<file path="src/rtl/dma4_seq.sv">
module dma4_seq #(
  parameter int NCH = 4,
  parameter int AW  = 16,
  parameter int CW  = 16
) (
  input  logic           clk,
  input  logic           rst_n,
  input  logic           reg_we,
  input  logic [3:0]     reg_addr,
  input  logic [15:0]    reg_wdata,
  input  logic [NCH-1:0] dreq,
  input  logic [NCH-1:0] sw_req,
  output logic           hold_req,
  input  logic           hold_ack,
  input  logic           eop_in_n,
  output logic           eop_out_n,
  output logic [NCH-1:0] dack,
  output logic           aen,
  output logic           adstb,
  output logic [AW-1:0]  addr,
  output logic           rd_n,
  output logic           wr_n,
  output logic           width_n,
  output logic [NCH-1:0] mask_out,
  output logic [NCH-1:0] tc_out
);
  localparam int IW = $clog2(NCH);
  localparam logic [3:0] A_CNT  = 4'(NCH);
  localparam logic [3:0] A_MASK = 4'(2*NCH);
  localparam logic [3:0] A_AUTO = A_MASK + 4'd1;
  localparam logic [3:0] A_WIDE = A_MASK + 4'd2;
  localparam logic [3:0] A_DIR  = A_MASK + 4'd3;
  localparam logic [3:0] A_CTRL = A_MASK + 4'd4;
  localparam logic [3:0] A_CLR  = A_MASK + 4'd5;

  typedef enum logic [1:0] {IDLE, HOLD, STB, XFER} st_t;
  st_t st;

  logic [AW-1:0]  b_addr [NCH];
  logic [AW-1:0]  c_addr [NCH];
  logic [CW-1:0]  b_cnt  [NCH];
  logic [CW-1:0]  c_cnt  [NCH];
  logic [NCH-1:0] mask, tc_st, auto_en, wide, dir_rd;
  logic           m2m, mode16, dack_hi, svc_m2m, ph;
  logic [IW-1:0]  ch, win;
  logic [AW-9:0]  last_hi;

  wire [NCH-1:0] pend = (dreq & ~mask) | sw_req;

  always_comb begin
    win = '0;
    for (int i = NCH-1; i >= 0; i--)
      if (pend[i]) win = IW'(i);
  end

  wire [IW-1:0] cur     = (svc_m2m && ph) ? IW'(1) : ch;
  wire          is_wide = mode16 & wide[cur];
  wire [AW-1:0] a_raw   = c_addr[cur];
  wire [AW-1:0] na      = a_raw + (is_wide ? AW'(2) : AW'(1));
  wire          last    = (c_cnt[cur] == '0);
  wire          in_x    = (st == XFER);
  wire          tc_end  = in_x && last && !(svc_m2m && !ph);
  wire          done    = tc_end || (in_x && !eop_in_n);
  wire [NCH-1:0] ack_v  = (in_x && !svc_m2m) ? (NCH'(1) << ch) : '0;

  assign addr      = is_wide ? {a_raw[AW-1:1], 1'b0} : a_raw;
  assign hold_req  = (st != IDLE);
  assign aen       = (st == STB) || in_x;
  assign adstb     = (st == STB);
  assign eop_out_n = !tc_end;
  assign dack      = dack_hi ? ack_v : ~ack_v;
  assign rd_n      = !(in_x && (svc_m2m ? !ph : dir_rd[ch]));
  assign wr_n      = !(in_x && (svc_m2m ? ph : !dir_rd[ch]));
  assign width_n   = !((st == STB) && is_wide);
  assign mask_out  = mask;
  assign tc_out    = tc_st;

  always_ff @(posedge clk or negedge rst_n) begin
    if (!rst_n) begin
      st <= IDLE;
      for (int i = 0; i < NCH; i++) begin
        b_addr[i] <= '0; c_addr[i] <= '0; b_cnt[i] <= '0; c_cnt[i] <= '0;
      end
      mask <= '1; tc_st <= '0; auto_en <= '0; wide <= '0; dir_rd <= '0;
      m2m <= 1'b0; mode16 <= 1'b0; dack_hi <= 1'b0;
      svc_m2m <= 1'b0; ph <= 1'b0; ch <= '0; last_hi <= '0;
    end else begin
      if (reg_we) begin
        if (reg_addr < A_CNT) begin
          b_addr[reg_addr[IW-1:0]] <= reg_wdata[AW-1:0];
          c_addr[reg_addr[IW-1:0]] <= reg_wdata[AW-1:0];
        end else if (reg_addr < A_MASK) begin
          b_cnt[reg_addr[IW-1:0]] <= reg_wdata[CW-1:0];
          c_cnt[reg_addr[IW-1:0]] <= reg_wdata[CW-1:0];
        end else begin
          case (reg_addr)
            A_MASK: mask    <= reg_wdata[NCH-1:0];
            A_AUTO: auto_en <= reg_wdata[NCH-1:0];
            A_WIDE: wide    <= reg_wdata[NCH-1:0];
            A_DIR:  dir_rd  <= reg_wdata[NCH-1:0];
            A_CTRL: {dack_hi, mode16, m2m} <= reg_wdata[2:0];
            A_CLR:  tc_st   <= '0;
            default: ;
          endcase
        end
      end
      case (st)
        IDLE: if (|pend) begin
          ch      <= win;
          svc_m2m <= m2m && (win == '0);
          ph      <= 1'b0;
          st      <= HOLD;
        end
        HOLD: if (hold_ack) st <= svc_m2m ? XFER : STB;
        STB: begin
          last_hi <= addr[AW-1:8];
          st      <= XFER;
        end
        XFER: begin
          c_addr[cur] <= na;
          c_cnt[cur]  <= c_cnt[cur] - CW'(1);
          if (svc_m2m && !ph && last) tc_st[0] <= 1'b1;
          if (done) begin
            st         <= IDLE;
            tc_st[cur] <= 1'b1;
            if (auto_en[cur]) begin
              c_addr[cur] <= b_addr[cur];
              c_cnt[cur]  <= b_cnt[cur];
            end else begin
              mask[cur] <= 1'b1;
            end
          end else if (svc_m2m) begin
            ph <= !ph;
          end else if (na[AW-1:8] != last_hi) begin
            st <= STB;
          end
        end
        default: st <= IDLE;
      endcase
    end
  end
endmodule


</file>
<file path="config.mk">
export PLATFORM = sky130hd
export DESIGN_NAME = dma4_seq
export DESIGN_NICKNAME = d
export VERILOG_FILES = /design/src/rtl/dma4_seq.sv
export SDC_FILE = /design/constraint.sdc
export NUM_CORES = 1
export LEC_CHECK = 0
export ABC_AREA = 0
export BUFFER_PORTS_ARGS = -buffer_cell sky130_fd_sc_hd__clkbuf_2
export CAP_MARGIN = 10
export CELL_PAD_IN_SITES_DETAIL_PLACEMENT = 0
export CELL_PAD_IN_SITES_GLOBAL_PLACEMENT = 1
export CORE_MARGIN = 3
export CORE_UTILIZATION = 25
export DETAILED_ROUTE_END_ITERATION = 16
export HOLD_SLACK_MARGIN = 0.1
export PLACE_DENSITY_LB_ADDON = 0.1
export SETUP_SLACK_MARGIN = 0.02
export SLEW_MARGIN = 20
export SYNTH_ARGS = -nofsm -noshare
export SYNTH_HDL_FRONTEND = slang
export SYNTH_SLANG_ARGS = --single-unit
</file>
<file path="constraint.sdc">
create_clock -name clk -period 5.15 [get_ports clk]
set_input_delay 0.515 -clock clk [delete_from_list [all_inputs] [get_ports clk]]
set_output_delay 0.515 -clock clk [all_outputs]
set_load 0.01 [all_outputs]
</file>
---- Yosys cells after proc, flatten, opt, wreduce, memory -nomap -nowiden ----
Index checks and enable logic that the tools add are counted.
word-level totals
  output and inout port bits .............. 35
  logic and storage cells ................. 188
  input bits .............................. 33
  bits in registers ....................... 293
cells by class
  shift operators ......................... 1
  add/subtract/negate cells ............... 2
  muxes and demuxes ....................... 80
  magnitude comparators ................... 9
  bitwise logic cells ..................... 11
  reduce and logical (&&, ||, !) cells .... 40
  eq/ne operators ......................... 16
operator list
  kind                                                                           number
  64-bit 2-to-1 mux                                                              11
  64-bit bitwise mux                                                             8
  16-bit 2-to-1 mux                                                              10
  16-bit binary-select mux with 2-bit select                                     4
  16-bit demux with 2-bit select                                                 2
  4-bit 2-to-1 mux                                                               15
  4-bit == test (second input constant)                                          6
  4-bit AND reduction                                                            6
  2-bit 2-to-1 mux                                                               11
  16-bit by 2-bit adder with 16-bit output                                       1
  16-bit zero test                                                               1
  16-bit by 1-bit subtractor with 16-bit output (second input constant)          1
  1-bit logical AND                                                              14
  1-bit 2-to-1 mux                                                               13
  4-bit bitwise OR                                                               3
  1-bit zero test                                                                9
  2-bit != test (second input constant)                                          4
  8-bit != test                                                                  1
  4-bit NOT                                                                      2
  2-bit case mux with 4 select lines                                             1
  1-bit binary-select mux with 2-bit select                                      3
  3-bit greater-or-equal comparator (second input constant)                      2
  2-bit by 3-bit less-than comparator with 1-bit output (second input constant)  2
  3-bit by 1-bit less-than comparator with 1-bit output (second input constant)  2
  20 further kinds                                                               27

---- Longest topological paths before layout ----
Gate-level depths: netlist of run 1.
  word-level depth ........................ 14
  mapped depth ............................ 19
  depth with buffers taken out ............ 15

---- Worst setup path before layout of run 1 ----
Ideal clock, no wire load.
  path type ............................... reg2reg
  from .................................... register ch[1]
  to ...................................... register st[0]
  period minus slack after synthesis ...... 4.737 ns
  path slack .............................. 0.413 ns
  setup time .............................. 0.120 ns
  data required time ...................... 5.030 ns
  data arrival time ....................... 4.617 ns
  cell stages (with the launch flop) ...... 19
  path buffers ............................ 5
  path through ............................ dfrtp_1 -> buf_2 -> buf_4 -> buf_1 -> clkbuf_1 -> clkbuf_1 -> mux2_2 -> o22ai_1 -> a21oi_1 -> ha_1 -> inv_1 -> fa_1 -> nor4_1 -> nand4_1 -> nor4_1 -> nand2_1 -> and3_1 -> and4_1 -> o211a_1
on the way
  word-level cells in the longest chain between the ends .. 11
  elaborated cells between the ends (all ways) .. 23
  those cells by class .................... add/sub (1); eq/ne (3); mux (12); bitwise (2); reduce/logical (5)
RTL lines
  element                                                                                            RTL line  text
  from (decl)                                                                                        45        logic [IW-1:0] ch, win;
  from (signal assigned)                                                                             109       ch <= win;
  2-bit 2-to-1 mux *                                                                                 56        wire [IW-1:0] cur = (svc_m2m && ph) ? IW'(1) : ch;
  parallel branches: the longest is 10 deep, another holds 16-bit by 2-bit adder with 16-bit output  --
  to (signal assigned)                                                                               114       HOLD: if (hold_ack) st <= svc_m2m ? XFER : STB;
  to (decl)                                                                                          37        st_t st;
Mark *: on every way between the ends. The select of a mux whose other input is x is not followed.
A chain may end at the register's enable or synchronous reset.

---- Worst setup path after layout of run 1 ----
  from .................................... register ph
  to ...................................... register st[0]
on the way
  word-level cells in the longest chain between the ends .. 12
  elaborated cells between the ends (all ways) .. 27
  those cells by class .................... add/sub (1); eq/ne (3); mux (12); bitwise (2); reduce/logical (9)
RTL lines
  element                                                                                            RTL line  text
  from (decl)                                                                                        44        logic m2m, mode16, dack_hi, svc_m2m, ph;
  from (signal assigned)                                                                             133       ph <= !ph;
  parallel branches: the longest is 12 deep, another holds 16-bit by 2-bit adder with 16-bit output  --
Several ways; the timed one is not identified. The select of a mux whose other input is x is not followed.

==> metrics.yaml, run 1 <==
startpoint_type: "flop"
grt_first_pass_wirelength_mm: 106
syn_to_final_growth_pct: 17.4
viasPerCell: 5.16
io_pins: 68
port_buffers: 67
relSlewSlack_pct: 27.8
hp-start: "sw_req[0]"
slew_violations: 0
p_per_area_nw_per_um2: 702
wl_per_cell_um: 26.2
synthCells: 1872
ys_types: 71
dpl.hpwl_mm: 46.3
synth-warning-count: 0
final_cell_mix: "nand2_1, dfrtp_1, a21oi_1"
synth-main-ff-cell: "dfrtp_1"
peakVddDrop_v: 0.000250
async_flop_share_pct: 100
hp-class: "in -> reg"
htreeDepth: 2
num_vias: 14300
drt_first_iter_violations: 1014
finalNonFillerCells: 2775
leakage_nw: 8.79
clockRootBuffer: "clkbuf_16"
arrival_ns: 5.07
drive_above_1_share_pct: 14.7
grt_pass1_vias: 14600
clk_pin_slew_ns: 0.07
yosys_register_bits: 293
synth_edf_count: 0
grt_antenna_before_repair: 4
die_x_um: 257
maxCapViolCount: 0
clk_latency_ns: 0.57
startpoint: "ph$_DFFE_PN0P_"
core_um2: 61900
grt_max_degree: 114
crit_type: "reg -> reg"
place_congestion: 0.842
fmax_ghz: 0.216
die-area_um2: 65900
status: "finished, final reports clean"
grt.total_usage_pct: 21.9
synth_area_um2: 15700
final_common_cell: "nand2_1"
period_share_pct: 89.7
overflow: 0
cts_buffer_depth: 3
fin_setup_tns_ns: 0
dr.pass1.iters: 7
clock_sinks: 293
cp_max_fo: 9
endpoint_kind: "flop"
synth_area_per_cell_um2: 8.40
setup_viol: 0
die_h_um: 257
start_util_pct: 25.4
r2r_setup_slack_ns: 0.53
r2r_start: "ph$_DFFE_PN0P_"
rows: 91
p_total_mw: 13.0
wl_mm: 72.7
rsz0062_at_grt: "false"
worst_clock_skew_ns: 0.0245
place_inst: 2700
tritoncts: "yes"
fin_nets: 1944
worst_slew_pin_slew_ns: 1.08
drc_errors: 0
synth_seq_area_share_pct: 46.7
ant_nets: 0
period_minus_slack_ns: 4.62
synth_fp_nets: 1910
hold_viol: 0
cts_buffers: 39
cp_data_required_time_ns: 5.60
==> final cells by class <==
class                   instances  area (um^2)
well taps                     837         1050
multi-input cells            1424         7790
clock buffers                  59         1180
flip-flops and latches        293         7340
fillers                      6708        43500
inverters                      16         60.1
diodes                          3         7.51
repair buffers                132          918
clock inverters                11          108
==> cell usage after synthesis, types with 7 or more instances <==
library cell	count	area, um^2
a211oi_1	8	60.1
a21boi_0	16	120
a21o_1	7	52.6
a21oi_1	150	751
a221o_1	8	80.1
a22oi_1	19	143
a31oi_1	9	56.3
and2_1	8	50.1
and3_1	101	632
buf_1	7	26.3
buf_2	9	45.0
clkbuf_1	101	379
clkbuf_2	12	60.1
dfrtp_1	289	7230
inv_1	16	60.1
mux2_2	45	507
mux2i_1	34	340
nand2_1	620	2330
nand2b_1	10	62.6
nand3_1	20	100
nand4_1	9	56.3
nor2_1	80	300
nor2b_1	12	75.1
nor3_1	14	70.1
nor4_1	7	43.8
o21ai_0	65	325
o21ai_1	9	45.0
o221a_2	12	135
o221ai_1	7	61.3
o22ai_1	39	244
xnor2_1	19	166
xor2_1	18	158
==> through the flow <==
step	instance area [um^2]	setup WS, ns	hold slack, ns	util, %
after floorplan	15700	0.413	0.219	-
after global placement	17100	0.642	0.455	27.6
after detailed placement	17100	0.599	0.460	27.6
after CTS	18400	0.548	0.267	29.7
after global routing	18500	0.274	0.299	29.8
final	18500	0.530	0.301	29.8
==> critical path, cell delays in order, from the launching register on <==
cell	delay [ns]
dfrtp_1	0.48
and2_2	0.24
or2_1	0.24
a222oi_1	0.34
nor2b_1	0.16
inv_1	0.13
ha_1	0.21
inv_1	0.08
fa_1	0.47
nor4_1	0.29
buf_4	0.17
nand4_1	0.26
nor4_1	0.68
nand2_1	0.10
and3_1	0.20
and4_1	0.21
o211a_1	0.22
==> path summary, 6_finish.rpt <==
path,end,depth (start not counted)
min in group asynchronous,b_cnt[14]$_DFFE_PN0P_,2
worst min register to register,b_cnt[19]$_DFFE_PN0P_,2
worst max register to register,st[0]$_DFFE_PN0P_,16
max in group asynchronous,ch[1]$_DFFE_PN0P_,3
worst max-delay path,st[0]$_DFFE_PN0P_,16
worst min-delay path,ch[1]$_DFFE_PN0P_,4
==> power by group <==
part	internal, mW	switching (mW)
sequential	3.15	0.590
combinational	2.31	4.09
clock	1.68	1.13
==> repair_timing <==
action,in CTS,in global routing
hold buffers,1,0
setup buffers,0,0
endpoints found under the hold margin,81,0
gates resized for setup,0,0
==> state kept, by name, summed over array words and instances, names as in the netlist, 8 cells and up <==
register	count
c_addr	64
c_cnt	64
last_hi	8
b_cnt	64
b_addr	64
==> routing by layer <==
metal / wire length [um] / GRT usage [%] / part of all wire (%) / vias to the layer above
met4: 1570 / 5.13 / 2.2 / 0
li1: - / - / - / 6514
met5: 0 / 0 / 0 / -
met1: 35300 / 31.5 / 49 / 7332
met3: 3630 / 4.00 / 5.0 / 91
met2: 32200 / 34.1 / 44 / 377
==> logic make-up (layout without fill, tap and decap cells) <==
logic type	after synthesis	in the layout	share of synthesized area, %
compound gates	398	398	15.9
xor+xnor	39	39	2.35
fa+ha+maj	5	5	0.446
buf+inv	155	218	4.25
flops	293	293	46.7
mux	80	80	5.53
other cells	0	3	0
simple gates	902	902	24.8
No activity file was read; power rests on OpenSTA's default activity.
==> run 2: changes to the inputs <==
--- a/config.mk
+++ b/config.mk
@@ -12,6 +12,7 @@
 export CELL_PAD_IN_SITES_GLOBAL_PLACEMENT = 1
 export CORE_MARGIN = 3
 export CORE_UTILIZATION = 25
+export CTS_BUF_LIST = sky130_fd_sc_hd__clkbuf_2
 export DETAILED_ROUTE_END_ITERATION = 16
 export HOLD_SLACK_MARGIN = 0.1
 export PLACE_DENSITY_LB_ADDON = 0.1
==> metrics.yaml, run 2 (synthesis gave the netlist of run 1 again) <==
clock_sinks: 293  # unchanged
grt_antenna_before_repair: 4  # unchanged
viasPerCell: 5.10  # was 5.16
wl_mm: 73.4  # was 72.7 mm
setup_viol: 0  # unchanged
cp_data_required_time_ns: 4.64  # was 5.60 ns
slew_violations: 0  # unchanged
status: "finished, final reports clean"  # unchanged
finalNonFillerCells: 2902  # was 2775
peakVddDrop_v: 0.000187  # was 0.000250 V
start_util_pct: 25.4  # unchanged
dpl.hpwl_mm: 46.3  # unchanged
drive_above_1_share_pct: 17.5  # was 14.7%
fill_cells: 6813  # was 6708
cts_buffers: 91  # was 39
drc_errors: 0  # unchanged
internal-power_mw: 6.18  # was 7.14 mW
ant_nets: 0  # unchanged
rows: 91  # unchanged
power_frac_seq_pct: 31.0  # was 28.9%
leakage_nw: 8.94  # was 8.79 nW
startpoint_type: "flop"  # unchanged
cts_buffer_depth: 3  # unchanged
io_pins: 68  # unchanged
clk_latency_ns: 1.07  # was 0.57 ns
die_x_um: 257  # unchanged
num_vias: 14800  # was 14.3k
die_h_um: 257  # unchanged
fmax_ghz: 0.205  # was 0.216 GHz
place_congestion: 0.842  # unchanged
grt_max_degree: 114  # unchanged
p_per_area_nw_per_um2: 654  # was 702 nW/um^2
final_common_cell: "nand2_1"  # unchanged
p_comb_share_pct: 53.9  # was 49.4%
overflow: 0  # unchanged
dr.pass1.iters: 5  # was 7
worst_clock_skew_ns: 0.0619  # was 0.0245 ns
grt.total_usage_pct: 22.2  # was 21.9%
clk_pin_slew_ns: 0.10  # was 0.07 ns
crit_type: "reg -> out"  # was reg -> reg
rsz0062_at_grt: "false"  # unchanged
worst_slew_pin_slew_ns: 1.10  # was 1.08 ns
port_buffers: 67  # unchanged
maxCapViolCount: 0  # unchanged
clockRootBuffer: "clkbuf_2"  # was clkbuf_16
grt_pass1_vias: 15200  # was 14.6k
fin_nets: 2036  # was 1944
hold_viol: 0  # unchanged
final_cell_mix: "nand2_1, dfrtp_1, clkbuf_2"  # was nand2_1, dfrtp_1, a21oi_1
die-area_um2: 65900  # unchanged
tritoncts: "yes"  # unchanged
clkPwrFrac_pct: 15.1  # was 21.7%
syn_to_final_growth_pct: 16.8  # was 17.4%
grt_first_pass_wirelength_mm: 108  # was 106 mm
period_minus_slack_ns: 4.88  # was 4.62 ns
period_share_pct: 94.7  # was 89.7%
wl_per_cell_um: 25.3  # was 26.2 um
p_switching_mw: 5.83  # was 5.81 mW
hp-class: "in -> reg"  # unchanged
core_um2: 61900  # unchanged
drt_first_iter_violations: 1071  # was 1014
fin_setup_tns_ns: 0  # unchanged
endpoint_kind: "output pin"  # was flop
arrival_ns: 4.36  # was 5.07 ns
cp_max_fo: 54  # was 9
htreeDepth: 3  # was 2
place_inst: 2700  # unchanged
post_cts_buffers: 0  # unchanged
relSlewSlack_pct: 26.8  # was 27.8%
p_sw_share_pct: 48.6  # was 44.9%
[run 2: changes by cell type in the layout (fill, tap and decap cells not counted), sizes merged]
cell | previous run | this run
diode | 3 | 2
clkinv | 8 | 23
bufinv | 2 | 0
clkbuf | 125 | 199
inv | 16 | 18
clkinvlp | 1 | 0
buf | 65 | 66
dlygate4sd3 | 1 | 40
[run 2: per-layer routing]
layer,GRT usage (%),part of all wire [%],vias to the layer above
li1,-,-,6747
met1,31.3,48,7503
met2,34.1,44,457
met3,4.44,5.5,103
met4,7.01,2.5,0
met5,0,0,-
[run 2: final timing paths]
| kind | start | to | cells after the start | slack (ns) |
|---|---|---|---|---|
| setup / recovery | ch[1]$_DFFE_PN0P_ | eop_out_n | 9 | 0.27 |
| hold / removal | hold_ack | st[1]$_DFFE_PN0P_ | 4 | 0.36 |
| setup reg to reg | ph$_DFFE_PN0P_ | st[0]$_DFFE_PN0P_ | 16 | 0.47 |
| hold reg to reg | b_cnt[27]$_DFFE_PN0P_ | b_cnt[27]$_DFFE_PN0P_ | 2 | 0.48 |
| max in group asynchronous | rst_n | b_addr[49]$_DFFE_PN0P_ | 4 | 3.78 |
| min in group asynchronous | rst_n | b_cnt[7]$_DFFE_PN0P_ | 4 | 0.68 |
[run 2: stage by stage]
stage | cell area (um^2) | hold WS (ns) | utilization, % | setup slack, ns | power [mW]
global placement | 17100 | 0.455 | 27.6 | 0.642 | 10.2
CTS | 18300 | 0.194 | 29.6 | 0.0632 | 12.1
finish | 18400 | 0.357 | 29.6 | 0.271 | 12.0
detailed placement | 17100 | 0.460 | 27.6 | 0.599 | 10.2
floorplan | 15700 | 0.219 | - | 0.413 | 7.69
global route | 18400 | 0.302 | 29.6 | 0.0259 | 13.0
[run 2: cell type report]
type,count,area (um^2),share of cell area (%)
Clock buffer,133,666,3.62
Tap cell,837,1050,5.70
Multi-Input combinational cell,1424,7800,42.5
Antenna cell,2,5.00,0.0273
Timing Repair Buffer,172,1350,7.34
Sequential cell,293,7340,40.0
Inverter,16,60.1,0.327
Clock inverter,25,95.1,0.518
[run 2: worst max-delay path, stage by stage (launching register included)]
cell	delay, ns
dfrtp_4	0.59
buf_12	0.33
buf_4	0.36
mux2i_1	0.31
nor2_1	0.06
a221o_1	0.36
nor4_4	0.32
nand2_1	0.18
or3_1	0.53
clkbuf_2	0.20
[run 2: power groups by stage]
stage / registers [mW] / logic, mW / clock network [mW]
2_1_floorplan: 3.52 / 4.17 / 0
3_3_place_gp: 3.78 / 6.39 / 0
3_5_place_dp: 3.77 / 6.39 / 0
4_1_cts: 3.73 / 6.49 / 1.92
5_1_grt: 3.83 / 7.12 / 2.04
6_report: 3.72 / 6.47 / 1.82
[run 2: timing repair]
item,4_1_cts,5_1_grt
endpoints found under the hold margin,442,0
setup endpoints to repair,1,1
gates resized for setup,1,3
hold buffers,41,0
==> run 3: changes to the inputs <==
--- a/config.mk
+++ b/config.mk
@@ -16,6 +16,7 @@
 export DETAILED_ROUTE_END_ITERATION = 16
 export HOLD_SLACK_MARGIN = 0.1
 export PLACE_DENSITY_LB_ADDON = 0.1
+export REMOVE_ABC_BUFFERS = 1
 export SETUP_SLACK_MARGIN = 0.02
 export SLEW_MARGIN = 20
 export SYNTH_ARGS = -nofsm -noshare
==> constraint.sdc (replaced) <==
create_clock -name clk -period 4.9 [get_ports clk]
set_input_delay 0.49 -clock clk [delete_from_list [all_inputs] [get_ports clk]]
set_output_delay 0.49 -clock clk [all_outputs]
set_load 0.01 [all_outputs]
==> metrics.yaml, run 3 (synthesis gave the netlist of run 1 again) <==
grt.total_usage_pct: 22.2  # about the same
clock_sinks: 293  # unchanged
hold_depth: 4  # unchanged
worst_clock_skew_ns: 0.110  # was 0.0619 ns
tritoncts: "yes"  # unchanged
htreeDepth: 3  # unchanged
crit_type: "reg -> out"  # unchanged
place_congestion: 0.812  # was 0.842
die-area_um2: 65900  # unchanged
rows: 91  # unchanged
peakVddDrop_v: 0.000231  # was 0.000187 V
reg2regPathDepth: 16  # unchanged
cts_buffer_depth: 3  # unchanged
dr.pass1.iters: 5  # unchanged
die_h_um: 257  # unchanged
period_share_pct: 94.6
p_total_mw: 12.7  # was 12.0 mW
ff_latch_area_um2: 7340  # unchanged
grt_first_pass_wirelength_mm: 107  # was 108 mm
clockRootBuffer: "clkbuf_2"  # unchanged
cp_max_fo: 12  # was 54
slowest_delay_ns: 0.58  # was 0.59 ns
drt_first_iter_violations: 1235  # was 1071
gr-usage-met1_pct: 31.7  # was 31.3%
startpoint_type: "flop"  # unchanged
endpoint_kind: "output pin"  # unchanged
final_common_cell: "nand2_1"  # unchanged
r2r_setup_slack_ns: 0.36  # was 0.47 ns
wl_mm: 73.9  # was 73.4 mm
io_pins: 68  # unchanged
hp-start: "hold_ack"  # unchanged
fmax_ghz: 0.216
crit_slowest_cell: "dfrtp_4"  # unchanged
p_per_area_nw_per_um2: 692  # was 654 nW/um^2
cp_data_required_time_ns: 4.41  # was 4.64 ns
cts_buffers: 92  # was 91
rr_endpoint: "st[0]$_DFFE_PN0P_"  # unchanged
fin_nets: 2042  # was 2036
setup_viol: 0  # unchanged
dpl.hpwl_mm: 45.4  # was 46.3 mm
wl_per_cell_um: 25.5  # was 25.3 um
clk_pin_slew_ns: 0.09  # was 0.10 ns
maxCapViolCount: 0  # unchanged
status: "finished, final reports clean"  # unchanged
hp-class: "in -> reg"  # unchanged
relSlewSlack_pct: 31.0  # was 26.8%
port_buffers: 67  # unchanged
num_vias: 14900  # was 14.8k
start_util_pct: 25.4  # unchanged
arrival_ns: 4.15  # was 4.36 ns
design_area_um2: 18400  # about the same
worst_slew_pin_slew_ns: 1.03  # was 1.10 ns
hold_viol: 0  # unchanged
grt_antenna_before_repair: 5  # was 4
fill_cells: 6823  # was 6813
ant_nets: 0  # unchanged
viasPerCell: 5.12  # was 5.10
grt_pass1_vias: 15000  # was 15.2k
multi_input_area_um2: 7790  # was 7800 um^2
placed_cell_area_um2: 17100  # about the same
r2r_start: "ch[1]$_DFFE_PN0P_"  # was ph$_DFFE_PN0P_
hold_end: "st[1]$_DFFE_PN0P_"  # unchanged
clk_latency_ns: 1.12  # was 1.07 ns
grt_max_degree: 90  # was 114
post_cts_buffers: 0  # unchanged
overflow: 0  # unchanged
drc_errors: 0  # unchanged
final_cell_mix: "nand2_1, dfrtp_1, clkbuf_2"  # unchanged
cp_cell_sequence: "nand2_1, buf_4, nor2_1, a221o_1, nor4_4, buf_4, nand2_1, or3_4, clkbuf_2"  # was buf_12, buf_4, mux2i_1, nor2_1, a221o_1, nor4_4, nand2_1, or3_1, clkbuf_2
use_met2_pct: 34.0  # was 34.1%
period_minus_slack_ns: 4.64
syn_to_final_growth_pct: 17.0  # was 16.8%
die_x_um: 257  # unchanged
grtUsageMet3_pct: 3.82  # was 4.44%
leakage_nw: 8.98  # was 8.94 nW
drive_above_1_share_pct: 17.9  # was 17.5%
grt-busiest-layer: "met2"  # unchanged
slew_violations: 0  # unchanged
core_um2: 61900  # unchanged
rsz0062_at_grt: "false"  # unchanged
run 3: layout make-up:
cell class              count  share of cell area (%)
repair buffers            177                    7.51
well taps                 837                    5.69
inverters                  16                   0.326
diodes                      4                  0.0544
clock buffers             134                    3.64
flip-flops and latches    293                    39.9
clock inverters            18                   0.517
multi-input cells        1424                    42.4
run 3: worst max path at each step:
stage,startpoint,endpoint,slack [ns]
2_1_floorplan,ch[1]$_DFFE_PN0P_,st[0]$_DFFE_PN0P_,-1.34
3_3_place_gp,ph$_DFFE_PN0P_,st[0]$_DFFE_PN0P_,0.52
3_5_place_dp,ph$_DFFE_PN0P_,st[0]$_DFFE_PN0P_,0.44
4_1_cts,ch[1]$_DFFE_PN0P_,eop_out_n,0.07
5_1_grt,ch[1]$_DFFE_PN0P_,eop_out_n,0.02
6_report,ch[1]$_DFFE_PN0P_,eop_out_n,0.26
run 3: repair_timing:
action | in CTS | in global routing
cloned | 0 | 1
hold buffers | 44 | 0
gates resized for setup | 1 | 5
endpoints found under the setup margin | 1 | 5
hold endpoints to repair | 529 | 0
run 3: stage by stage:
step / utilization, % / worst slack, ns / instances / hold slack (ns) / TNS [ns]
after floorplan: - / -1.34 / 1733 / 0.194 / -117.95
after global placement: 27.6 / 0.524 / 2702 / 0.456 / 0
after detailed placement: 27.6 / 0.439 / 2702 / 0.460 / 0
after CTS: 29.6 / 0.0686 / 2898 / 0.139 / 0
after global routing: 29.7 / 0.0247 / 2902 / 0.226 / 0
final: 29.7 / 0.264 / 2903 / 0.281 / 0
run 3: critical path: cells and delay by family (launching register included):
family,cells,cell delay [ns]
AOI/OAI and AO/OA,1,0.44
and+or+nand+nor,5,1.29
DFF,1,0.58
buffers and inverters,3,0.77
run 3: routing by layer:
metal  wire length [um]  vias up
met5                  0        -
met4               2200        0
met3               3890      136
met2              32900      501
met1              34900     7470
li1                   -     6766
run 3: report_power, final:
part           internal, mW  switching [mW]
Combinational          2.51            4.36
Sequential             3.30           0.577
Clock                 0.771            1.21
